==> config.mk <==
export PLATFORM = sky130hd
export DESIGN_NAME = dma_chain_ctrl
export DESIGN_NICKNAME = d
export VERILOG_FILES = /design/src/rtl/dma_chain_pkg.sv /design/src/rtl/dma_chain_regs.sv /design/src/rtl/dma_chain_burst.sv /design/src/rtl/dma_chain_fsm.sv /design/src/rtl/dma_chain_ctrl.sv
export SDC_FILE = /design/constraint.sdc
export NUM_CORES = 1
export LEC_CHECK = 0
export CAP_MARGIN = 25
export CORE_UTILIZATION = 60
export CTS_CLUSTER_DIAMETER = 80
export CTS_CLUSTER_SIZE = 12
export DETAILED_ROUTE_END_ITERATION = 8
export GPL_TIMING_DRIVEN = 0
export PLACE_DENSITY = 0.84
export SYNTH_ARGS = -nofsm -noshare
export SYNTH_HDL_FRONTEND = slang
export SYNTH_SLANG_ARGS = --single-unit
==> constraint.sdc <==
create_clock -name clk -period 5.8 [get_ports clk]
set_input_delay 0.58 -clock clk [delete_from_list [all_inputs] [get_ports clk]]
set_output_delay 0.58 -clock clk [all_outputs]
set_load 0.01 [all_outputs]
==> src/rtl/dma_chain_pkg.sv <==
package dma_chain_pkg;
  typedef enum logic [1:0] {
    CMD_RD  = 2'd0,
    CMD_WR  = 2'd1,
    CMD_DSC = 2'd2
  } cmd_kind_t;

  typedef enum logic [3:0] {
    S_IDLE,
    S_CHECK,
    S_RD_REQ,
    S_RD_WAIT,
    S_WR_REQ,
    S_WR_WAIT,
    S_DSC_REQ,
    S_DSC_WAIT
  } state_t;

  localparam int DSC_WORDS = 4;
  localparam int DSC_BYTES = 4;
endpackage

==> src/rtl/dma_chain_regs.sv <==
module dma_chain_regs #(
  parameter int ADDR_W = 32,
  parameter int CNT_W  = 16,
  parameter int LEN_W  = 7
) (
  input  logic              clk,
  input  logic              rst,
  input  logic              host_we,
  input  logic [1:0]        host_sel,
  input  logic [ADDR_W-1:0] host_data,
  input  logic              dsc_we,
  input  logic [1:0]        dsc_idx,
  input  logic [ADDR_W-1:0] dsc_data,
  input  logic              adv,
  input  logic [LEN_W-1:0]  adv_len,
  output logic [CNT_W-1:0]  count,
  output logic [ADDR_W-1:0] src,
  output logic [ADDR_W-1:0] dst,
  output logic [ADDR_W-1:0] nxt
);
  logic [ADDR_W-1:0] addr_q [2];

  // Source (select 1) and destination (select 2) share one structure.
  for (genvar g = 0; g < 2; g++) begin : g_addr
    always_ff @(posedge clk) begin
      if (rst)
        addr_q[g] <= '0;
      else if (host_we && host_sel == 2'(g + 1))
        addr_q[g] <= host_data;
      else if (dsc_we && dsc_idx == 2'(g + 1))
        addr_q[g] <= dsc_data;
      else if (adv)
        addr_q[g] <= addr_q[g] + ADDR_W'(adv_len);
    end
  end

  assign src = addr_q[0];
  assign dst = addr_q[1];

  always_ff @(posedge clk) begin
    if (rst)
      count <= '0;
    else if (host_we && host_sel == 2'd0)
      count <= host_data[CNT_W-1:0];
    else if (dsc_we && dsc_idx == 2'd0)
      count <= dsc_data[CNT_W-1:0];
    else if (adv)
      count <= count - CNT_W'(adv_len);
  end

  always_ff @(posedge clk) begin
    if (rst)
      nxt <= '0;
    else if (host_we && host_sel == 2'd3)
      nxt <= host_data;
    else if (dsc_we && dsc_idx == 2'd3)
      nxt <= dsc_data;
  end
endmodule

==> src/rtl/dma_chain_burst.sv <==
module dma_chain_burst #(
  parameter int CNT_W     = 16,
  parameter int MAX_BURST = 64,
  parameter int LEN_W     = 7
) (
  input  logic [LEN_W-1:0] cfg_len,
  input  logic [CNT_W-1:0] count,
  output logic [LEN_W-1:0] blen
);
  logic [LEN_W-1:0] eff_len;

  always_comb begin
    if (cfg_len == '0 || cfg_len > LEN_W'(MAX_BURST))
      eff_len = LEN_W'(MAX_BURST);
    else
      eff_len = cfg_len;
    if (count < CNT_W'(eff_len))
      blen = count[LEN_W-1:0];
    else
      blen = eff_len;
  end
endmodule

==> src/rtl/dma_chain_fsm.sv <==
module dma_chain_fsm
  import dma_chain_pkg::*;
#(
  parameter int ADDR_W = 32,
  parameter int LEN_W  = 7
) (
  input  logic              clk,
  input  logic              rst,
  input  logic              start,
  input  logic              eot_n,
  input  logic              count_zero,
  input  logic              nxt_null,
  input  logic [LEN_W-1:0]  blen,
  input  logic [ADDR_W-1:0] src,
  input  logic [ADDR_W-1:0] dst,
  input  logic [ADDR_W-1:0] nxt,
  input  logic              mem_req_ready,
  input  logic              mem_ack,
  input  logic [ADDR_W-1:0] mem_rdata,
  output logic              busy,
  output logic              done,
  output logic              req_valid,
  output logic [1:0]        req_kind,
  output logic [ADDR_W-1:0] req_addr,
  output logic [LEN_W-1:0]  req_len,
  output logic              dsc_we,
  output logic [1:0]        dsc_idx,
  output logic [ADDR_W-1:0] dsc_data,
  output logic              adv,
  output logic [LEN_W-1:0]  adv_len
);
  state_t            state;
  logic [1:0]        idx;
  logic [ADDR_W-1:0] base;
  logic [LEN_W-1:0]  cur_len;

  // Register updates land on the same edge that enters S_CHECK.
  assign adv      = (state == S_WR_WAIT) && mem_ack;
  assign adv_len  = cur_len;
  assign dsc_we   = (state == S_DSC_WAIT) && mem_ack;
  assign dsc_idx  = idx;
  assign dsc_data = mem_rdata;

  always_ff @(posedge clk) begin
    if (rst) begin
      state     <= S_IDLE;
      idx       <= '0;
      base      <= '0;
      cur_len   <= '0;
      busy      <= 1'b0;
      done      <= 1'b0;
      req_valid <= 1'b0;
      req_kind  <= CMD_RD;
      req_addr  <= '0;
      req_len   <= '0;
    end else begin
      done <= 1'b0;
      case (state)
        S_IDLE: begin
          if (start) begin
            busy  <= 1'b1;
            state <= S_CHECK;
          end
        end
        S_CHECK: begin
          if (!eot_n || (count_zero && nxt_null)) begin
            busy  <= 1'b0;
            done  <= 1'b1;
            state <= S_IDLE;
          end else if (!count_zero) begin
            cur_len   <= blen;
            req_valid <= 1'b1;
            req_kind  <= CMD_RD;
            req_addr  <= src;
            req_len   <= blen;
            state     <= S_RD_REQ;
          end else begin
            base      <= nxt;
            idx       <= '0;
            req_valid <= 1'b1;
            req_kind  <= CMD_DSC;
            req_addr  <= nxt;
            req_len   <= LEN_W'(DSC_BYTES);
            state     <= S_DSC_REQ;
          end
        end
        S_RD_REQ: begin
          if (mem_req_ready) begin
            req_valid <= 1'b0;
            state     <= S_RD_WAIT;
          end
        end
        S_RD_WAIT: begin
          if (mem_ack) begin
            req_valid <= 1'b1;
            req_kind  <= CMD_WR;
            req_addr  <= dst;
            req_len   <= cur_len;
            state     <= S_WR_REQ;
          end
        end
        S_WR_REQ: begin
          if (mem_req_ready) begin
            req_valid <= 1'b0;
            state     <= S_WR_WAIT;
          end
        end
        S_WR_WAIT: begin
          if (mem_ack) state <= S_CHECK;
        end
        S_DSC_REQ: begin
          if (mem_req_ready) begin
            req_valid <= 1'b0;
            state     <= S_DSC_WAIT;
          end
        end
        S_DSC_WAIT: begin
          if (mem_ack) begin
            if (idx == 2'(DSC_WORDS - 1)) begin
              state <= S_CHECK;
            end else begin
              idx       <= idx + 2'd1;
              req_valid <= 1'b1;
              req_kind  <= CMD_DSC;
              req_addr  <= base + ADDR_W'({idx + 2'd1, 2'b00});
              req_len   <= LEN_W'(DSC_BYTES);
              state     <= S_DSC_REQ;
            end
          end
        end
        default: state <= S_IDLE;
      endcase
    end
  end
endmodule

==> src/rtl/dma_chain_ctrl.sv <==
module dma_chain_ctrl #(
  parameter int ADDR_W    = 32,
  parameter int CNT_W     = 16,
  parameter int MAX_BURST = 64,
  localparam int LEN_W    = $clog2(MAX_BURST + 1)
) (
  input  logic              clk,
  input  logic              rst,
  input  logic [LEN_W-1:0]  cfg_burst_len,
  input  logic              host_we,
  input  logic [1:0]        host_sel,
  input  logic [ADDR_W-1:0] host_data,
  input  logic              sw_go,
  input  logic              ext_req_n,
  input  logic              timer_trig,
  input  logic              eot_n,
  output logic              mem_req_valid,
  output logic [1:0]        mem_req_kind,
  output logic [ADDR_W-1:0] mem_req_addr,
  output logic [LEN_W-1:0]  mem_req_len,
  input  logic              mem_req_ready,
  input  logic              mem_ack,
  input  logic [ADDR_W-1:0] mem_rdata,
  output logic              busy,
  output logic              done
);
  logic [CNT_W-1:0]  count;
  logic [ADDR_W-1:0] src, dst, nxt;
  logic [LEN_W-1:0]  blen, adv_len;
  logic              dsc_we, adv, start, reg_we;
  logic [1:0]        dsc_idx;
  logic [ADDR_W-1:0] dsc_data;

  assign reg_we = host_we && !busy;
  assign start  = !busy && (sw_go || !ext_req_n || timer_trig);

  dma_chain_regs #(.ADDR_W(ADDR_W), .CNT_W(CNT_W), .LEN_W(LEN_W)) u_regs (
    .clk(clk), .rst(rst),
    .host_we(reg_we), .host_sel(host_sel), .host_data(host_data),
    .dsc_we(dsc_we), .dsc_idx(dsc_idx), .dsc_data(dsc_data),
    .adv(adv), .adv_len(adv_len),
    .count(count), .src(src), .dst(dst), .nxt(nxt)
  );

  dma_chain_burst #(.CNT_W(CNT_W), .MAX_BURST(MAX_BURST), .LEN_W(LEN_W)) u_burst (
    .cfg_len(cfg_burst_len), .count(count), .blen(blen)
  );

  dma_chain_fsm #(.ADDR_W(ADDR_W), .LEN_W(LEN_W)) u_fsm (
    .clk(clk), .rst(rst), .start(start), .eot_n(eot_n),
    .count_zero(count == '0), .nxt_null(nxt == '0),
    .blen(blen), .src(src), .dst(dst), .nxt(nxt),
    .mem_req_ready(mem_req_ready), .mem_ack(mem_ack), .mem_rdata(mem_rdata),
    .busy(busy), .done(done),
    .req_valid(mem_req_valid), .req_kind(mem_req_kind),
    .req_addr(mem_req_addr), .req_len(mem_req_len),
    .dsc_we(dsc_we), .dsc_idx(dsc_idx), .dsc_data(dsc_data),
    .adv(adv), .adv_len(adv_len)
  );
endmodule

## After elaboration in Yosys (flattened, before gate mapping)

Memory sizes are Yosys's and may differ from the RTL's.
Index checks and enable logic that the tools add are counted.

| storage, ports and cells | value |
|---|---|
| output and inout port bits | 44 |
| memories | 1 |
| RAM bits | 64 |
| bits in registers | 137 |
| word-level logic and storage cells | 177 |
| bits of input ports | 82 |

Memories:

| memory | depth | width | rd ports | clocked after memory_dff | write ports | RTL line | text |
|---|---|---|---|---|---|---|---|
| u_regs.addr_q | 2 | 32 | 2 | 0 | 2 | dma_chain_regs.sv:21 | `logic [ADDR_W-1:0] addr_q [2];` |

| operators by class | value |
|---|---|
| eq/ne operators | 25 |
| mux-type cells | 82 |
| bitwise logic cells | 9 |
| $add $sub $neg | 5 |
| magnitude comparators | 2 |
| reduce and logical (&&, ||, !) cells | 41 |

Operators by type and width:

| operator | count |
|---|---|
| $mux W32 | 13 |
| $pmux W32 S3 | 1 |
| $add A32 B7 Y32 | 2 |
| $mux W7 | 7 |
| $mux W16 | 3 |
| $mux W1 | 33 |
| $add A32 B4 Y32 | 1 |
| $logic_not A32 Y1 | 1 |
| $mux W4 | 8 |
| $pmux W4 S8 | 1 |
| $pmux W7 S3 | 1 |
| $mux W2 | 9 |
| $ne A2 B2 Y1 const B | 9 |
| $eq A4 B3 Y1 const B | 4 |
| $logic_not A16 Y1 | 1 |
| $lt A16 B7 Y1 | 1 |
| $sub A16 B7 Y16 | 1 |
| $logic_and A1 B1 Y1 | 13 |
| $reduce_and A5 Y1 | 2 |
| $reduce_and A3 Y1 | 3 |
| $eq A2 B2 Y1 const B | 4 |
| $eq A4 B2 Y1 const B | 2 |
| $gt A7 B7 Y1 const B | 1 |
| $logic_not A7 Y1 | 1 |
| 22 further kinds | 42 |

## Depth between registers and ports, before layout

| depth | value |
|---|---|
| depth in word-level cells | 9 |
| mapped depth | 12 |

## Cells and area by module

A second synthesis with hierarchy kept.

| unflattened totals | value |
|---|---|
| cells, all modules | 1537 |
| area, all modules | 13047.5 µm² |

Modules (own cells, without submodules):

| module | sequential area each (µm²) | times used | area each (µm²) | cells each |
|---|---|---|---|---|
| dma_chain_regs | 2882.8 | 1 | 7469.7 | 804 |
| dma_chain_fsm | 1761.7 | 1 | 5144.9 | 673 |
| dma_chain_burst | 0.0 | 1 | 311.5 | 41 |
| dma_chain_ctrl | 0.0 | 1 | 121.4 | 19 |

## Worst setup path before layout

Ideal clock, no wire load.

| timing | value |
|---|---|
| kind | reg2reg |
| start point | register u_fsm.idx[0] (netlist: u_fsm.dsc_idx[0]) |
| end point | register u_fsm.req_addr[30] |
| period minus slack after synthesis | 2.706 ns |
| slack | 3.094 ns |
| cell stages (with the launch flop) | 13 |
| setup time | 0.132 ns |
| buffers on the path | 2 |
| required time | 5.668 ns |
| arrival time | 2.574 ns |
| cell sequence | dfxtp_1 -> inv_1 -> ha_1 -> inv_1 -> fa_1 -> and3b_1 -> clkbuf_1 -> and3_1 -> clkbuf_1 -> nand3_1 -> xnor2_1 -> a221oi_1 -> a21oi_1 |

| between the ends | value |
|---|---|
| cells in the longest elaborated chain, start to end | 5 |
| elaborated cells between the ends (all ways) | 8 |
| those cells by class | add/sub: 2; eq/ne: 2; mux: 3; reduce/logical: 1 |

Ends and longest elaborated chain:

| item | RTL line | text |
|---|---|---|
| start: declaration | dma_chain_fsm.sv:33 | `logic [1:0] idx;` |
| start signal: assignment | dma_chain_fsm.sv:122 | `idx <= idx + 2'd1;` |
| $add A2 B1 Y2 | dma_chain_fsm.sv:125 | `req_addr <= base + ADDR_W'({idx + 2'd1, 2'b00});` |
| $add A32 B4 Y32 | dma_chain_fsm.sv:125 |  |
| $mux W32 | dma_chain_fsm.sv:119 | `if (idx == 2'(DSC_WORDS - 1)) begin` |
| $mux W32 | dma_chain_fsm.sv:118 | `if (mem_ack) begin` |
| $pmux W32 S3 | dma_chain_fsm.sv:58 | `case (state)` |
| end signal: assignment | dma_chain_fsm.sv:74 | `req_addr <= src;` |
| end signal: assignment | dma_chain_fsm.sv:82 | `req_addr <= nxt;` |
| end signal: assignment | dma_chain_fsm.sv:125 |  |
| end: declaration | dma_chain_fsm.sv:24 | `output logic [ADDR_W-1:0] req_addr,` |

Parallel ways exist; a longest one is shown, timed or not. The select of a mux whose other input is x is not followed.
A chain may end at the register's enable or synchronous reset.

## Final worst setup path

| timing | value |
|---|---|
| start point | register u_fsm.idx[0] (netlist: u_fsm.dsc_idx[0]) |
| end point | register u_fsm.req_addr[8] |

The elaborated chain is that of the path after synthesis.

==> results.sh <==
export IMPL_yosysTopAreaCell="dfxtp_1"
export IMPL_pin_count_of_the_biggest_net_entering_global_routing=26
export IMPL_final_routed_drc_violation_total=1
export IMPL_1st_iter_drt_viols=2095
export IMPL_worst_slew_pin_transition_ps=1120
export IMPL_type_of_origin_of_the_critical_path="flip-flop"
export IMPL_detailed_route_wire_length_per_cell_um=23.8
export IMPL_antenna_violations_before_repair=2
export IMPL_timing_final_crit_share=0.578
export IMPL_clk_insertion_delay_late_ps=450
export IMPL_numPortBuffers=125
export IMPL_worstHoldPathType="reg -> reg"
export IMPL_postRouteAntennaNets=0
export IMPL_mappedNetlistNets=1620
export IMPL_power_density_nw_per_um2=314
export IMPL_placementRows=53
export IMPL_total_power_uw=4730
export IMPL_pin_count=126
export IMPL_ys_warnings_count=0
export IMPL_timing_fmax_mhz=298
export IMPL_first_pass_iters=9
export IMPL_area_delta_synth_final_pct=17.5
export IMPL_postLayoutSetupSlackWorst_ps=2450
export IMPL_synth_cell_types=78
export IMPL_cts_post_setup_buffers_inserted=0
export IMPL_antenna_cells=0
export IMPL_power_frac_seq=0.383
export IMPL_async_flop_share=0
export IMPL_gr_total_overflow=0
export IMPL_yosys_cell_count_top_type="nand2_1"
export IMPL_wirelength_um=46100
export IMPL_dpl_worst_slack_ps=2390
export IMPL_cts_num_sinks=200
export IMPL_first_pass_grt_wire_length_um=68800
export IMPL_synth_top_cells_by_count="nand2_1, dfxtp_1, a21oi_1"
export IMPL_worst_path_max_fanout=7
export IMPL_num_nets_final=1767
export IMPL_detail_route_vias_per_cell=6.84
export IMPL_pwr_share_comb=0.357
export IMPL_cts_root_buf="clkbuf_16"
export IMPL_synth_edf_count=64
export IMPL_post_synth_inst_count=1501
export IMPL_peakVddDrop_v=0.000240
export IMPL_postSynthAreaPerCell_um2=8.54
export IMPL_power_net_switching_uw=1750
export IMPL_max_cap_violations=0
export IMPL_critical_path_endpoint_type="flip-flop"
export IMPL_internal_pwr_total_uw=2980
export IMPL_synth_top_cells_by_area="dfxtp_1, edfxtp_1, a211oi_1"
export IMPL_yosysTopAreaCellShare=0.212
export IMPL_clk_pin_slew_ps=70
export IMPL_cts_path_max_buffers=2
export IMPL_sw_frac_of_total=0.371
export IMPL_gpl_final_weighted_congestion=1.01
export IMPL_design_core_area_um2=21000
export IMPL_violations="design-rule violations"
export IMPL_die_area_um2=22000
export IMPL_post_detailed_placement_half_perimeter_wirelength_um=35400
export IMPL_arrival_ps=3740
export IMPL_syn_area_um2=12800
export IMPL_grt_setup_unrepaired="false"
export IMPL_ys_seq_elements=200
export IMPL_quantity_of_hold_fixing_buffers_added_after_cts=0
export IMPL_max_slew_margin=0.255
export IMPL_outcome="complete, but fails checks"
export IMPL_required_ps=6190
export IMPL_synth_top_flop_cell="dfxtp_1"
export IMPL_power_static_leakage_uw=0.00527
export IMPL_grt_pass1_vias=12145
export IMPL_final_hold_violation_count=0
export IMPL_vias=13239
export IMPL_number_of_resized_instances_in_the_post_cts_repair_step=0
export IMPL_finalMaxSlewViolations=0
export IMPL_global_route_total_usage_across_every_layer=0.418
export IMPL_final_total_negative_setup_slack_ps=0
export IMPL_synth_yosys_seq_area_share=0.362
export IMPL_fin_worst_skew_ps=14.7
export IMPL_fill_cells=1660
export IMPL_clock_tree_from_tritoncts="done"
export IMPL_drive_above_1_share=0.0656
export IMPL_height_of_the_die_um=148
export IMPL_finalSetupViolations=0
export IMPL_floorplan_initialDensity=0.612
export IMPL_cts_inserted_buffers=17
export IMPL_criticalPathCategory="reg -> reg"
export IMPL_clock_tree_htree_level_count=4
export IMPL_die_width_um=148
export IMPL_min_period_ps=3350
export IMPL_power_frac_clock=0.260
==> worst max-delay path, cell delays in order (launching register included) <==
cell       delay, ps
dfxtp_1          370
inv_1            110
ha_1             340
inv_1             70
fa_1             430
and3b_1          220
clkbuf_1         260
nand3_1          140
xnor2_1          240
a211oi_1         110
a2111oi_0        820
a31o_2           210
==> cells by family (layout without fill, tap and decap cells) <==
logic type	count (synthesis)	after routing	synth area share
AO/OA/AOI/OAI	475	475	0.242
XOR/XNOR	87	87	0.0594
adder cells (fa/ha/maj)	37	37	0.0385
AND/OR/NAND/NOR	493	493	0.195
multiplexers	70	70	0.0566
flip-flops	200	200	0.362
buffers and inverters	139	299	0.0458
==> worst paths after layout <==
path / from / end / slack [ps] / cells past startpoint
setup / recovery: u_fsm.dsc_idx[0] / u_fsm.req_addr[8] / 2450 / 11
hold reg to reg: u_fsm.req_addr[1] / u_fsm.req_addr[1] / 460 / 2
setup reg to reg: u_fsm.dsc_idx[0] / u_fsm.req_addr[8] / 2450 / 11
hold / removal: u_fsm.req_addr[1] / u_fsm.req_addr[1] / 460 / 2
==> layer usage <==
| metal | track usage | routed length, um | vias to the layer above |
|---|---|---|---|
| met2 | 0.612 | 19200 | 1039 |
| met5 | 0 | 29 | - |
| li1 | - | - | 5899 |
| met1 | 0.571 | 17000 | 6120 |
| met3 | 0.125 | 7700 | 177 |
| met4 | 0.175 | 2060 | 4 |
==> flip-flops by register name (all words and copies together) (netlist names) <==
| register | flops |
|---|---|
| u_regs.addr_q | 64 |
| u_fsm.base | 32 |
| u_fsm.req_valid | 1 |
| u_regs.count | 16 |
| u_fsm.req_addr | 32 |
| u_fsm.dsc_idx | 2 |
| u_regs.nxt | 32 |
| u_fsm.state | 3 |
| u_fsm.req_kind | 2 |
| u_fsm.busy | 1 |
| u_fsm.done | 1 |
| u_fsm.adv_len | 7 |
| u_fsm.req_len | 7 |
==> layout make-up <==
type	count	area, um2	area share
plain buffers	103	452	0.0300
clock buffers	20	447	0.0297
clock inverters	12	139	0.00922
inverters	36	135	0.00897
multi-input cells	1162	7590	0.504
flip-flops and latches	200	4640	0.308
well taps	275	344	0.0228
repair buffers	128	1310	0.0871
==> per-stage QoR <==
| stage | cells | area [um2] | utilization | hold WS [ps] |
|---|---|---|---|---|
| 2_1_floorplan | 1501 | 12800 | - | 427 |
| 3_3_place_gp | 1901 | 14400 | 0.688 | 434 |
| 3_5_place_dp | 1904 | 14500 | 0.691 | 449 |
| 4_1_cts | 1936 | 15100 | 0.719 | 459 |
| 5_1_grt | 1936 | 15100 | 0.719 | 470 |
| 6_report | 1936 | 15100 | 0.719 | 460 |
==> power by group through the flow <==
stage               Clock, uW  Combinational [uW]  Sequential (uW)
finish                   1230                1690             1810
global route             1270                1790             1820
CTS                      1210                1640             1790
detailed placement          0                1620             1820
global placement            0                1580             1820
floorplan                   0                1040             1780
==> placed cells by master (no fill, tap or decap), drive strengths merged, types with 15 or more instances in the layout <==
cell type | netlist | layout
and3 | 30 | 30
a21oi | 115 | 115
nor3 | 38 | 38
nand3 | 45 | 45
edfxtp | 64 | 64
a22oi | 33 | 33
nor4 | 20 | 20
nor2 | 87 | 87
xor2 | 34 | 34
nor2b | 38 | 38
nand4 | 20 | 20
xnor2 | 53 | 53
o211ai | 15 | 15
dfxtp | 136 | 136
nand2 | 164 | 164
clkbuf | 73 | 93
a211oi | 103 | 103
o21ai | 100 | 100
a31oi | 20 | 20
buf | 30 | 33
mux2 | 17 | 17
ha | 33 | 33
inv | 36 | 42
clkdlybuf4s50 | 0 | 125
mux2i | 53 | 53
(Power assumes the default switching activity.)
